## config.mk

```make
export PLATFORM = sky130hd
export DESIGN_NAME = frac_muldiv
export DESIGN_NICKNAME = d
export VERILOG_FILES = /design/src/rtl/frac_muldiv.sv
export SDC_FILE = /design/constraint.sdc
export NUM_CORES = 1
export LEC_CHECK = 0
export CAP_MARGIN = 20
export CORE_MARGIN = 2
export CORE_UTILIZATION = 38
export DETAILED_ROUTE_END_ITERATION = 8
export DONT_BUFFER_PORTS = 1
export GPL_ROUTABILITY_DRIVEN = 0
export PLACE_DENSITY = 0.58
export SLEW_MARGIN = 30
export SYNTH_ARGS = -nofsm -noshare
export SYNTH_HDL_FRONTEND = slang
export SYNTH_SLANG_ARGS = --single-unit
```

## constraint.sdc

```tcl
create_clock -name clk -period 15.5 [get_ports clk]
set_input_delay 0 -clock clk [delete_from_list [all_inputs] [get_ports clk]]
set_output_delay 0 -clock clk [all_outputs]
set_load 0.05 [all_outputs]
```

## src/rtl/frac_muldiv.sv

```systemverilog
module frac_muldiv #(
  parameter int W = 40
) (
  input  logic         clk,
  input  logic         rst_n,
  input  logic         start,
  input  logic [1:0]   op,
  input  logic [W-1:0] operand,
  output logic [W-1:0] ac,
  output logic [W-1:0] mq,
  output logic         busy,
  output logic         done,
  output logic         ovf
);
  localparam int CW = $clog2(W + 1);
  localparam logic [1:0] OP_LD  = 2'b00;
  localparam logic [1:0] OP_MUL = 2'b01;
  localparam logic [1:0] OP_DIV = 2'b10;

  logic [W+1:0]  pa;
  logic [W-1:0]  m;
  logic [CW-1:0] cnt;
  logic [1:0]    op_q;
  logic          qneg, rneg;

  logic          last_mul, last_div, accept, ge, div_refuse;
  logic [W+1:0]  m_ext, addend, msum, mpa_n, dsh, ddif, drem_n;
  logic [W-1:0]  mmq_n, dq_n, opd_mag, ac_mag, mul_ac, mul_mq, div_q, div_r;

  assign last_mul = (cnt == CW'(W - 1));
  assign last_div = (cnt == CW'(W - 2));
  assign accept   = !busy && start && (op != 2'b11);

  assign m_ext  = {{2{m[W-1]}}, m};
  assign addend = !mq[0] ? '0 : (last_mul ? -m_ext : m_ext);
  assign msum   = pa + addend;
  assign mpa_n  = {msum[W+1], msum[W+1:1]};
  assign mmq_n  = {msum[0], mq[W-1:1]};
  assign mul_ac = {mpa_n[W-2:0], mmq_n[W-1]};
  assign mul_mq = {1'b0, mmq_n[W-2:0]};

  assign opd_mag    = operand[W-1] ? -operand : operand;
  assign ac_mag     = ac[W-1] ? -ac : ac;
  assign div_refuse = (opd_mag <= ac_mag);

  assign dsh    = {pa[W:0], 1'b0};
  assign ddif   = dsh - {2'b00, m};
  assign ge     = !ddif[W+1];
  assign drem_n = ge ? ddif : dsh;
  assign dq_n   = {mq[W-2:0], ge};
  assign div_q  = qneg ? -dq_n : dq_n;
  assign div_r  = rneg ? -drem_n[W-1:0] : drem_n[W-1:0];

  always_ff @(posedge clk or negedge rst_n) begin
    if (!rst_n) begin
      ac   <= '0;
      mq   <= '0;
      pa   <= '0;
      m    <= '0;
      cnt  <= '0;
      op_q <= OP_LD;
      qneg <= 1'b0;
      rneg <= 1'b0;
      busy <= 1'b0;
      done <= 1'b0;
      ovf  <= 1'b0;
    end else begin
      done <= 1'b0;
      if (accept) begin
        op_q <= op;
        ovf  <= 1'b0;
        case (op)
          OP_LD: begin
            mq   <= operand;
            done <= 1'b1;
          end
          OP_MUL: begin
            m    <= operand;
            pa   <= '0;
            ac   <= '0;
            cnt  <= '0;
            busy <= 1'b1;
          end
          default: begin
            if (div_refuse) begin
              ovf  <= 1'b1;
              done <= 1'b1;
            end else begin
              m    <= opd_mag;
              pa   <= {2'b00, ac_mag};
              mq   <= '0;
              qneg <= ac[W-1] ^ operand[W-1];
              rneg <= ac[W-1];
              cnt  <= '0;
              busy <= 1'b1;
            end
          end
        endcase
      end else if (busy) begin
        cnt <= cnt + CW'(1);
        if (op_q == OP_MUL) begin
          pa <= mpa_n;
          if (last_mul) begin
            ac   <= mul_ac;
            mq   <= mul_mq;
            busy <= 1'b0;
            done <= 1'b1;
          end else begin
            mq <= mmq_n;
          end
        end else begin
          pa <= drem_n;
          if (last_div) begin
            ac   <= div_r;
            mq   <= div_q;
            busy <= 1'b0;
            done <= 1'b1;
          end else begin
            mq <= dq_n;
          end
        end
      end
    end
  end


  busy_done_excl_chk: assert property (@(posedge clk) disable iff (!rst_n)
    !(busy && done));


  mul_low_sign_chk: assert property (@(posedge clk) disable iff (!rst_n)
    (done && op_q == OP_MUL) |-> !mq[W-1]);


  mul_ac_clear_chk: assert property (@(posedge clk) disable iff (!rst_n)
    (busy && op_q == OP_MUL) |-> (ac == '0));


  refuse_hold_chk: assert property (@(posedge clk) disable iff (!rst_n)
    (done && ovf) |-> ($stable(ac) && $stable(mq) && !busy));


  ovf_rise_chk: assert property (@(posedge clk) disable iff (!rst_n)
    $rose(ovf) |-> done);


  busy_op_chk: assert property (@(posedge clk) disable iff (!rst_n)
    busy |=> $stable(op_q));


  idle_hold_chk: assert property (@(posedge clk) disable iff (!rst_n)
    (!busy && !(start && op != 2'b11)) |=> ($stable(ac) && $stable(mq) && !done));


  cnt_bound_chk: assert property (@(posedge clk) disable iff (!rst_n)
    busy |-> (cnt < CW'(W)));
endmodule

```

# Word-level counts from Yosys, hierarchy flattened
# Cells that the tools add are included.
# op_classes
addsub	8
order_cmp	1
n_eq_ne	12
n_mux	46
n_bitwise	4
n_reduce_logical	14
# ops
operator	n
40-bit two-way mux	17
42-bit two-way mux	7
40-bit negation	4
40-bit one-hot mux with 2 select lines	2
42-bit one-hot mux with 2 select lines	1
42-bit adder	1
42-bit negation	1
42-bit by 40-bit subtractor with 42-bit output	1
40-bit <= comparator	1
6-bit two-way mux	3
1-bit two-way mux	13
6-bit == test, second input constant	2
6-bit one-hot mux with 2 select lines	1
3-bit AND reduction	4
6-bit by 1-bit adder with 6-bit output, second input constant	1
2-bit inequality test, second input constant	3
3-bit by 2-bit inequality test with 1-bit output, second input constant	2
2-bit by 1-bit == test with 1-bit output, second input constant	2
2-bit by 1-bit inequality test with 1-bit output, second input constant	2
1-bit one-hot mux with 2 select lines	2
4-bit AND reduction	1
3-bit inequality test, second input constant	1
1-bit NOT	3
3-bit nonzero test	1
other kinds (7)	9
# word_totals
register_bits	175
input_bits	45
elab_cells	96

# Longest topological paths before layout
# Gate-level depths: netlist of the first run.
# logic_depth
ltp_word	8
ltp_mapped	27
ltp_nobuf	23

# Worst setup path after synthesis of the first run
# OpenSTA, ideal clock, no wires.
# synth_path
kind	reg2reg
start	register pa[17]
end	register ac[30]
setup_ps	130
arrival_time_ps	6421
required_ps	15370
setup_slack_ps	8949
path_stages_with_launch	27
path_buffers	7
period_less_slack_ps	6551
cell_sequence	dfrtp_1 -> ha_1 -> clkbuf_1 -> a21oi_1 -> o21ai_0 -> a2111oi_0 -> o211ai_1 -> o21ai_0 -> o21a_1 -> o21ai_0 -> ha_1 -> buf_2 -> buf_2 -> buf_1 -> clkbuf_1 -> buf_1 -> clkbuf_1 -> o21ai_0 -> ha_1 -> nand2_1 -> nor4_1 -> o21ai_0 -> nor4_1 -> a21oi_1 -> or3_1 -> a21oi_1 -> o31ai_1
# synth_between
elab_chain_len	8
elab_cells_between_ends	10
cone_classes	add/sub: 3; mux: 7
# synth_lines
element	line	text
from (decl)	20	logic [W+1:0] pa;
from (signal assigned)	90	pa <= {2'b00, ac_mag};
from (signal assigned)	102	pa <= mpa_n;
from (signal assigned)	112	pa <= drem_n;
42-bit by 40-bit subtractor with 42-bit output	47	assign ddif = dsh - {2'b00, m};
42-bit two-way mux	49	assign drem_n = ge ? ddif : dsh;
40-bit negation	52	assign div_r = rneg ? -drem_n[W-1:0] : drem_n[W-1:0];
40-bit two-way mux	52	
40-bit two-way mux	113	if (last_div) begin
40-bit two-way mux (*)	101	if (op_q == OP_MUL) begin
40-bit two-way mux (*)	99	end else if (busy) begin
40-bit two-way mux (*)	69	if (accept) begin
to (signal assigned)	104	ac <= mul_ac;
to (signal assigned)	114	ac <= div_r;
to (decl)	9	output logic [W-1:0] ac,
# Every way passes the cells marked *; elsewhere a longest branch is shown, timed or not. The select of a mux whose other input is x is not followed.
# A chain may end at the register's enable or synchronous reset.

# Worst setup path after layout of the first run
# layout_path
start	input operand[0]
end	register m[32]
# layout_between
elab_chain_len	5
elab_cells_between_ends	7
cone_classes	add/sub: 1; order compare: 1; eq/ne: 1; mux: 3; reduce/logical: 1
# layout_lines
element	line	text
from (decl)	8	input logic [W-1:0] operand,
40-bit negation	42	assign opd_mag = operand[W-1] ? -operand : operand;
40-bit two-way mux (*)	42	
40-bit <= comparator	44	assign div_refuse = (opd_mag <= ac_mag);
2-bit by 1-bit inequality test with 1-bit output (no source line)	-	
3-bit AND reduction (no source line)	-	
to (signal assigned)	78	m <= operand;
to (signal assigned)	89	m <= opd_mag;
to (decl)	21	logic [W-1:0] m;
# Marked as above.

==> results of run 1 <==
==> cells by family after synthesis <==
kind of cell | Yosys count | share of synthesized area
buffers and inverters | 214 | 0.0441
AND/OR/NAND/NOR | 871 | 0.211
multiplexers | 103 | 0.0552
XOR/XNOR | 249 | 0.111
AO/OA/AOI/OAI | 822 | 0.274
adder cells (fa/ha/maj) | 130 | 0.0833
flip-flops | 175 | 0.222
==> critical path, stage by stage <==
cell and delay, ns:
dlygate4sd3_1 0.59, inv_1 0.25, ha_1 0.24, or3b_4 0.41
or3_4 0.38, or4_4 0.55, or3_4 0.38, nor4_4 0.28
nand2_2 0.16, or4_4 0.55, o41ai_4 0.37, xnor2_1 0.14
ha_1 0.31, nand4_1 0.12, nor4_1 0.88, nand2_1 0.20
nor3_1 0.33, nand2_1 0.09, a21oi_1 0.13, a211oi_1 0.10
nand3_1 0.27, a21boi_0 0.29, a21oi_4 0.18, buf_4 0.74
mux2i_1 0.26
==> per-stage QoR <==
step | hold WS [ns] | setup slack (ns) | cell area, um^2 | utilization | std cells
final | 0.0209 | 7.58 | 21500 | 0.419 | 3223
after global routing | 0.0341 | 7.14 | 21500 | 0.419 | 3223
after CTS | 0.00214 | 7.77 | 21500 | 0.418 | 3222
after detailed placement | -0.289 | 7.82 | 20300 | 0.395 | 3135
after global placement | -0.289 | 7.98 | 20300 | 0.395 | 3135
after floorplan | -0.296 | 8.95 | 19700 | - | 2564
==> cell usage in the layout (no fill, tap or decap), drive strengths merged, types with 16 or more instances in the layout <==
master / n
nand2b: 23
nor2: 228
o41ai: 17
inv: 74
clkbuf: 25
nand3: 38
o211ai: 38
nor4: 19
xor2: 105
buf: 31
ha: 128
mux2: 45
a31oi: 27
o31ai: 50
a211oi: 22
a21o: 73
xnor2: 144
o221ai: 16
dfrtp: 175
or3: 51
or4: 29
nor2b: 20
nand2: 299
a21oi: 201
nor3: 59
mux2i: 58
o21a: 36
dlygate4sd3: 56
o21ai: 207
nand4: 43
==> metal layers <==
metal	vias to the layer above	track usage	part of all wire
li1	9341	-	-
met1	10100	0.382	0.42
met2	1085	0.447	0.44
met3	157	0.0743	0.10
met4	0	0.110	0.035
met5	-	0	0
==> state kept, by name (all words and copies together) (netlist names) <==
signal / count
op_q: 2
done: 1
m: 40
qneg: 1
mq: 40
cnt: 6
pa: 42
ac: 40
busy: 1
rneg: 1
ovf: 1
==> final cells by class <==
type	instances	area (um^2)
fill	5287	29800
timing repair buffer	87	833
clock inverter	5	105
sequential	175	4380
tap	680	851
clock buffer	25	485
inverter	76	285
multi-input combinational	2175	14600
==> final timing paths <==
path,slack (ns),cells past startpoint,to,from
max in group asynchronous,14.44,3,mq[38]$_DFFE_PN0P_,rst_n
max reg2reg,7.65,23,ac[37]$_DFFE_PN0P_,m[12]$_DFFE_PN0P_
max,7.58,25,m[32]$_DFFE_PN0P_,operand[0]
min in group asynchronous,0.06,2,pa[40]$_DFFE_PN0P_,rst_n
min,0.02,5,m[23]$_DFFE_PN0P_,operand[22]
min reg2reg,0.53,2,pa[41]$_DFFE_PN0P_,pa[41]$_DFFE_PN0P_
==> results.json, run 1 <==
{
  "status": "complete, no violations",
  "synth_edf_count": 0,
  "area_delta_synth_final_pct": 9.10,
  "cts_max_level": 4,
  "grt_pass1_vias": 19900,
  "rows": 83,
  "synth_largest_area_cell": "dfrtp_1",
  "drt_iter0_drc": 2147,
  "grt_max_degree": 176,
  "path_max_fanout": 46,
  "port_buffers": 0,
  "hp-class": "primary input to register",
  "fin_crit_ns": 7.92,
  "crit_path_start_kind": "primary input",
  "synth-seq-cells": 175,
  "yosysMostFrequentCell": "nand2_1",
  "max_freq_mhz": 126,
  "timing.final.crit_share": 0.511,
  "cts_resized": 0,
  "dieArea_um2": 53700,
  "start_util": 0.384,
  "crit_arrival_ns": 8.31,
  "ys_types": 99,
  "drive_gt1_frac": 0.0613,
  "insertion_delay_ns": 0.48,
  "cts_tree": "done",
  "hold_violations": 0,
  "route.detailed.drc": 0,
  "first_pass_iters": 9,
  "drtAntennaViolNets": 0,
  "synth_top_area_share": 0.222,
  "cp-end-kind": "register",
  "syn-num-nets": 2739,
  "tightest_slew_ns": 0.996,
  "ys_warn_count": 0,
  "coreArea_um2": 51300,
  "cap_violations": 0,
  "path_clk_slew_ns": 0.07,
  "dp_hpwl_um": 58400,
  "die_h_um": 232,
  "rsz0062_at_grt": "no",
  "synth_seq_area_share": 0.222,
  "tns_ns": 0,
  "wl_per_cell_um": 24.2,
  "pin_count": 128,
  "vias_per_cell": 6.40,
  "drv_slew": 0,
  "slew_headroom": 0.330,
  "synthCells": 2564,
  "synth_flop_cell": "dfrtp_1",
  "cts_buffer_depth": 2,
  "cts.sinks": 175,
  "grt_pass1_wl_um": 120000,
  "synth_async_sr_flop_share": 1.00,
  "num_vias": 20600,
  "hold_buffers": 57,
  "antenna_cells": 0,
  "post-cts-setup-buffers": 0,
  "cts_made_buffers": 17,
  "num-nets-final": 2707,
  "path_class": "primary input to register",
  "skew_ns": 0.0163,
  "final-setup-viol-count": 0,
  "grt_usage": 0.288,
  "die_w_um": 232,
  "synthTopCellsByArea": "dfrtp_1, ha_1, xnor2_1",
  "avgSynthCellArea_um2": 7.69,
  "required_ns": 15.89,
  "gr-total-overflow": 0,
  "ys_top_cells_by_count": "nand2_1, nor2_1, o21ai_0, a21oi_1, dfrtp_1",
  "cts-root-buf": "clkbuf_16",
  "syn_area_um2": 19700,
  "grt_antenna_before_repair": 1,
  "routed_wl_um": 78100
}
Power of run 1 is left out: the tool's default activity adds up to more than one toggle a clock period on the data nets, which glitch-free logic cannot reach.
==> inputs of run 2 (changes only) <==
--- a/config.mk
+++ b/config.mk
@@ -11,7 +11,7 @@
 export DETAILED_ROUTE_END_ITERATION = 8
 export DONT_BUFFER_PORTS = 1
 export GPL_ROUTABILITY_DRIVEN = 0
-export PLACE_DENSITY = 0.58
+export PLACE_DENSITY = 0.6
 export SLEW_MARGIN = 30
 export SYNTH_ARGS = -nofsm -noshare
 export SYNTH_HDL_FRONTEND = slang
==> constraint.sdc (replaced) <==
create_clock -name clk -period 7.1 [get_ports clk]
set_input_delay 0 -clock clk [delete_from_list [all_inputs] [get_ports clk]]
set_output_delay 0 -clock clk [all_outputs]
set_load 0.05 [all_outputs]
==> results.json, run 2 (synthesis gave the netlist of run 1 again) <==
{
  "skew_ns": 0.0135,
  "pin_count": 128,
  "crit_arrival_ns": 7.23,
  "drv_slew": 0,
  "tns_ns": 0,
  "drtAntennaViolNets": 0,
  "final-setup-viol-count": 0,
  "holdWs_ns": 0.00579,
  "drive_gt1_frac": 0.0768,
  "grt_max_degree": 176,
  "path_max_fanout": 9,
  "path_class": "register to register",
  "cts_tree": "done",
  "crit_path_start_kind": "register",
  "num_vias": 20700,
  "cts_made_buffers": 17,
  "setup_ws_ns": 0.220,
  "tightest_slew_ns": 1.11,
  "layout_common_cells": "nand2_1, nor2_1, o21ai_0, a21oi_1, dfrtp_1",
  "hold_violations": 0,
  "largest_reg_flops": 42,
  "max_freq_mhz": 145,
  "drt_iter0_drc": 2170,
  "fillCellCount": 5227,
  "layout_commonest_cell": "nand2_1",
  "cp-end-kind": "register",
  "coreArea_um2": 51300,
  "grt_pass1_wl_um": 117000,
  "hp-class": "primary input to register",
  "cap_violations": 0,
  "slew_headroom": 0.261,
  "grt_usage": 0.279,
  "die_h_um": 232,
  "gr-total-overflow": 0,
  "route.detailed.drc": 0,
  "timing.final.crit_share": 0.969,
  "dp_hpwl_um": 56800,
  "vias_per_cell": 6.37,
  "grt_antenna_before_repair": 1,
  "start_util": 0.384,
  "port_buffers": 0,
  "fin_crit_ns": 6.88,
  "wl_per_cell_um": 23.5,
  "final_core_util": 0.426,
  "cts_max_level": 4,
  "first_pass_iters": 6,
  "place_ws_ns": 0.0174,
  "insertion_delay_ns": 0.47,
  "multi_input_area_um2": 14600,
  "path_clk_slew_ns": 0.08,
  "required_ns": 7.45,
  "cts_buffer_depth": 2,
  "num-nets-final": 2739,
  "routed_wl_um": 76500,
  "regArea_um2": 4380,
  "die_w_um": 232,
  "antenna_cells": 0,
  "rows": 83,
  "grt_pass1_vias": 19800,
  "status": "complete, no violations",
  "cts-root-buf": "clkbuf_16",
  "dieArea_um2": 53700,
  "largest-register": "pa",
  "area_delta_synth_final_pct": 10.9,
  "cts.sinks": 175
}
[run 2: cell types whose count changed in the layout (fill, tap and decap cells not counted), sizes merged]
cell | previous run | this run
buf | 31 | 64
clkbuf | 25 | 17
inv | 74 | 80
clkinv | 2 | 7
bufinv | 3 | 2
dlygate4sd3 | 56 | 55
[run 2: cell type report]
| type | count | area share |
|---|---|---|
| repair buffers | 119 | 0.0524 |
| multi-input cells | 2175 | 0.668 |
| clock inverters | 15 | 0.00721 |
| inverters | 76 | 0.0132 |
| clock buffers | 17 | 0.0195 |
| well taps | 680 | 0.0389 |
| flip-flops and latches | 175 | 0.200 |
[run 2: path summary, 6_finish.rpt]
kind | from | end | slack [ns] | depth (start not counted)
setup / recovery | m[12]$_DFFE_PN0P_ | ac[37]$_DFFE_PN0P_ | 0.22 | 22
hold / removal | operand[39] | m[28]$_DFFE_PN0P_ | 0.006 | 4
setup reg to reg | m[12]$_DFFE_PN0P_ | ac[37]$_DFFE_PN0P_ | 0.22 | 22
hold reg to reg | pa[41]$_DFFE_PN0P_ | pa[41]$_DFFE_PN0P_ | 0.52 | 2
max in group asynchronous | rst_n | busy$_DFFE_PN0P_ | 6.03 | 3
min in group asynchronous | rst_n | ac[33]$_DFFE_PN0P_ | 0.06 | 2
[run 2: metal layers]
layer / wire [um] / GRT usage / up-vias / part of all wire
li1: - / - / 9414 / -
met1: 31700 / 0.365 / 9952 / 0.41
met2: 33000 / 0.430 / 1149 / 0.43
met3: 7950 / 0.0690 / 214 / 0.10
met4: 3810 / 0.130 / 2 / 0.050
met5: 9 / 0 / - / 0.00012
[run 2: what timing repair did]
item,CTS,global route
hold buffers,56,0
setup endpoints to repair,0,54
endpoints found under the hold margin,261,0
gates resized for setup,0,9
buffers inserted,0,3
[run 2: per-stage QoR]
step | instance area, um^2 | std cells
after floorplan | 19700 | 2564
after global placement | 20600 | 3165
after detailed placement | 20600 | 3165
after CTS | 21700 | 3253
after global routing | 21900 | 3257
final | 21900 | 3257
[run 2: critical path: stages, from the launching register on]
cell and delay (ns):
dfrtp_1 0.43, inv_1 0.09, ha_1 0.46, nand4_1 0.27, nor3_4 0.30, o211ai_1 0.30
a21oi_2 0.32, o21ai_0 0.15, o21a_1 0.28, o21ai_0 0.33, ha_4 0.33, buf_4 0.19
nor4bb_1 0.15, a31oi_1 0.16, and4_1 0.35, nand4_1 0.22, nor3_1 0.25, nand3_1 0.24
or4_1 0.66, or2_0 0.40, o311ai_1 0.33, o41ai_1 0.13, a221o_1 0.37
Power of run 2 is left out for the same reason.
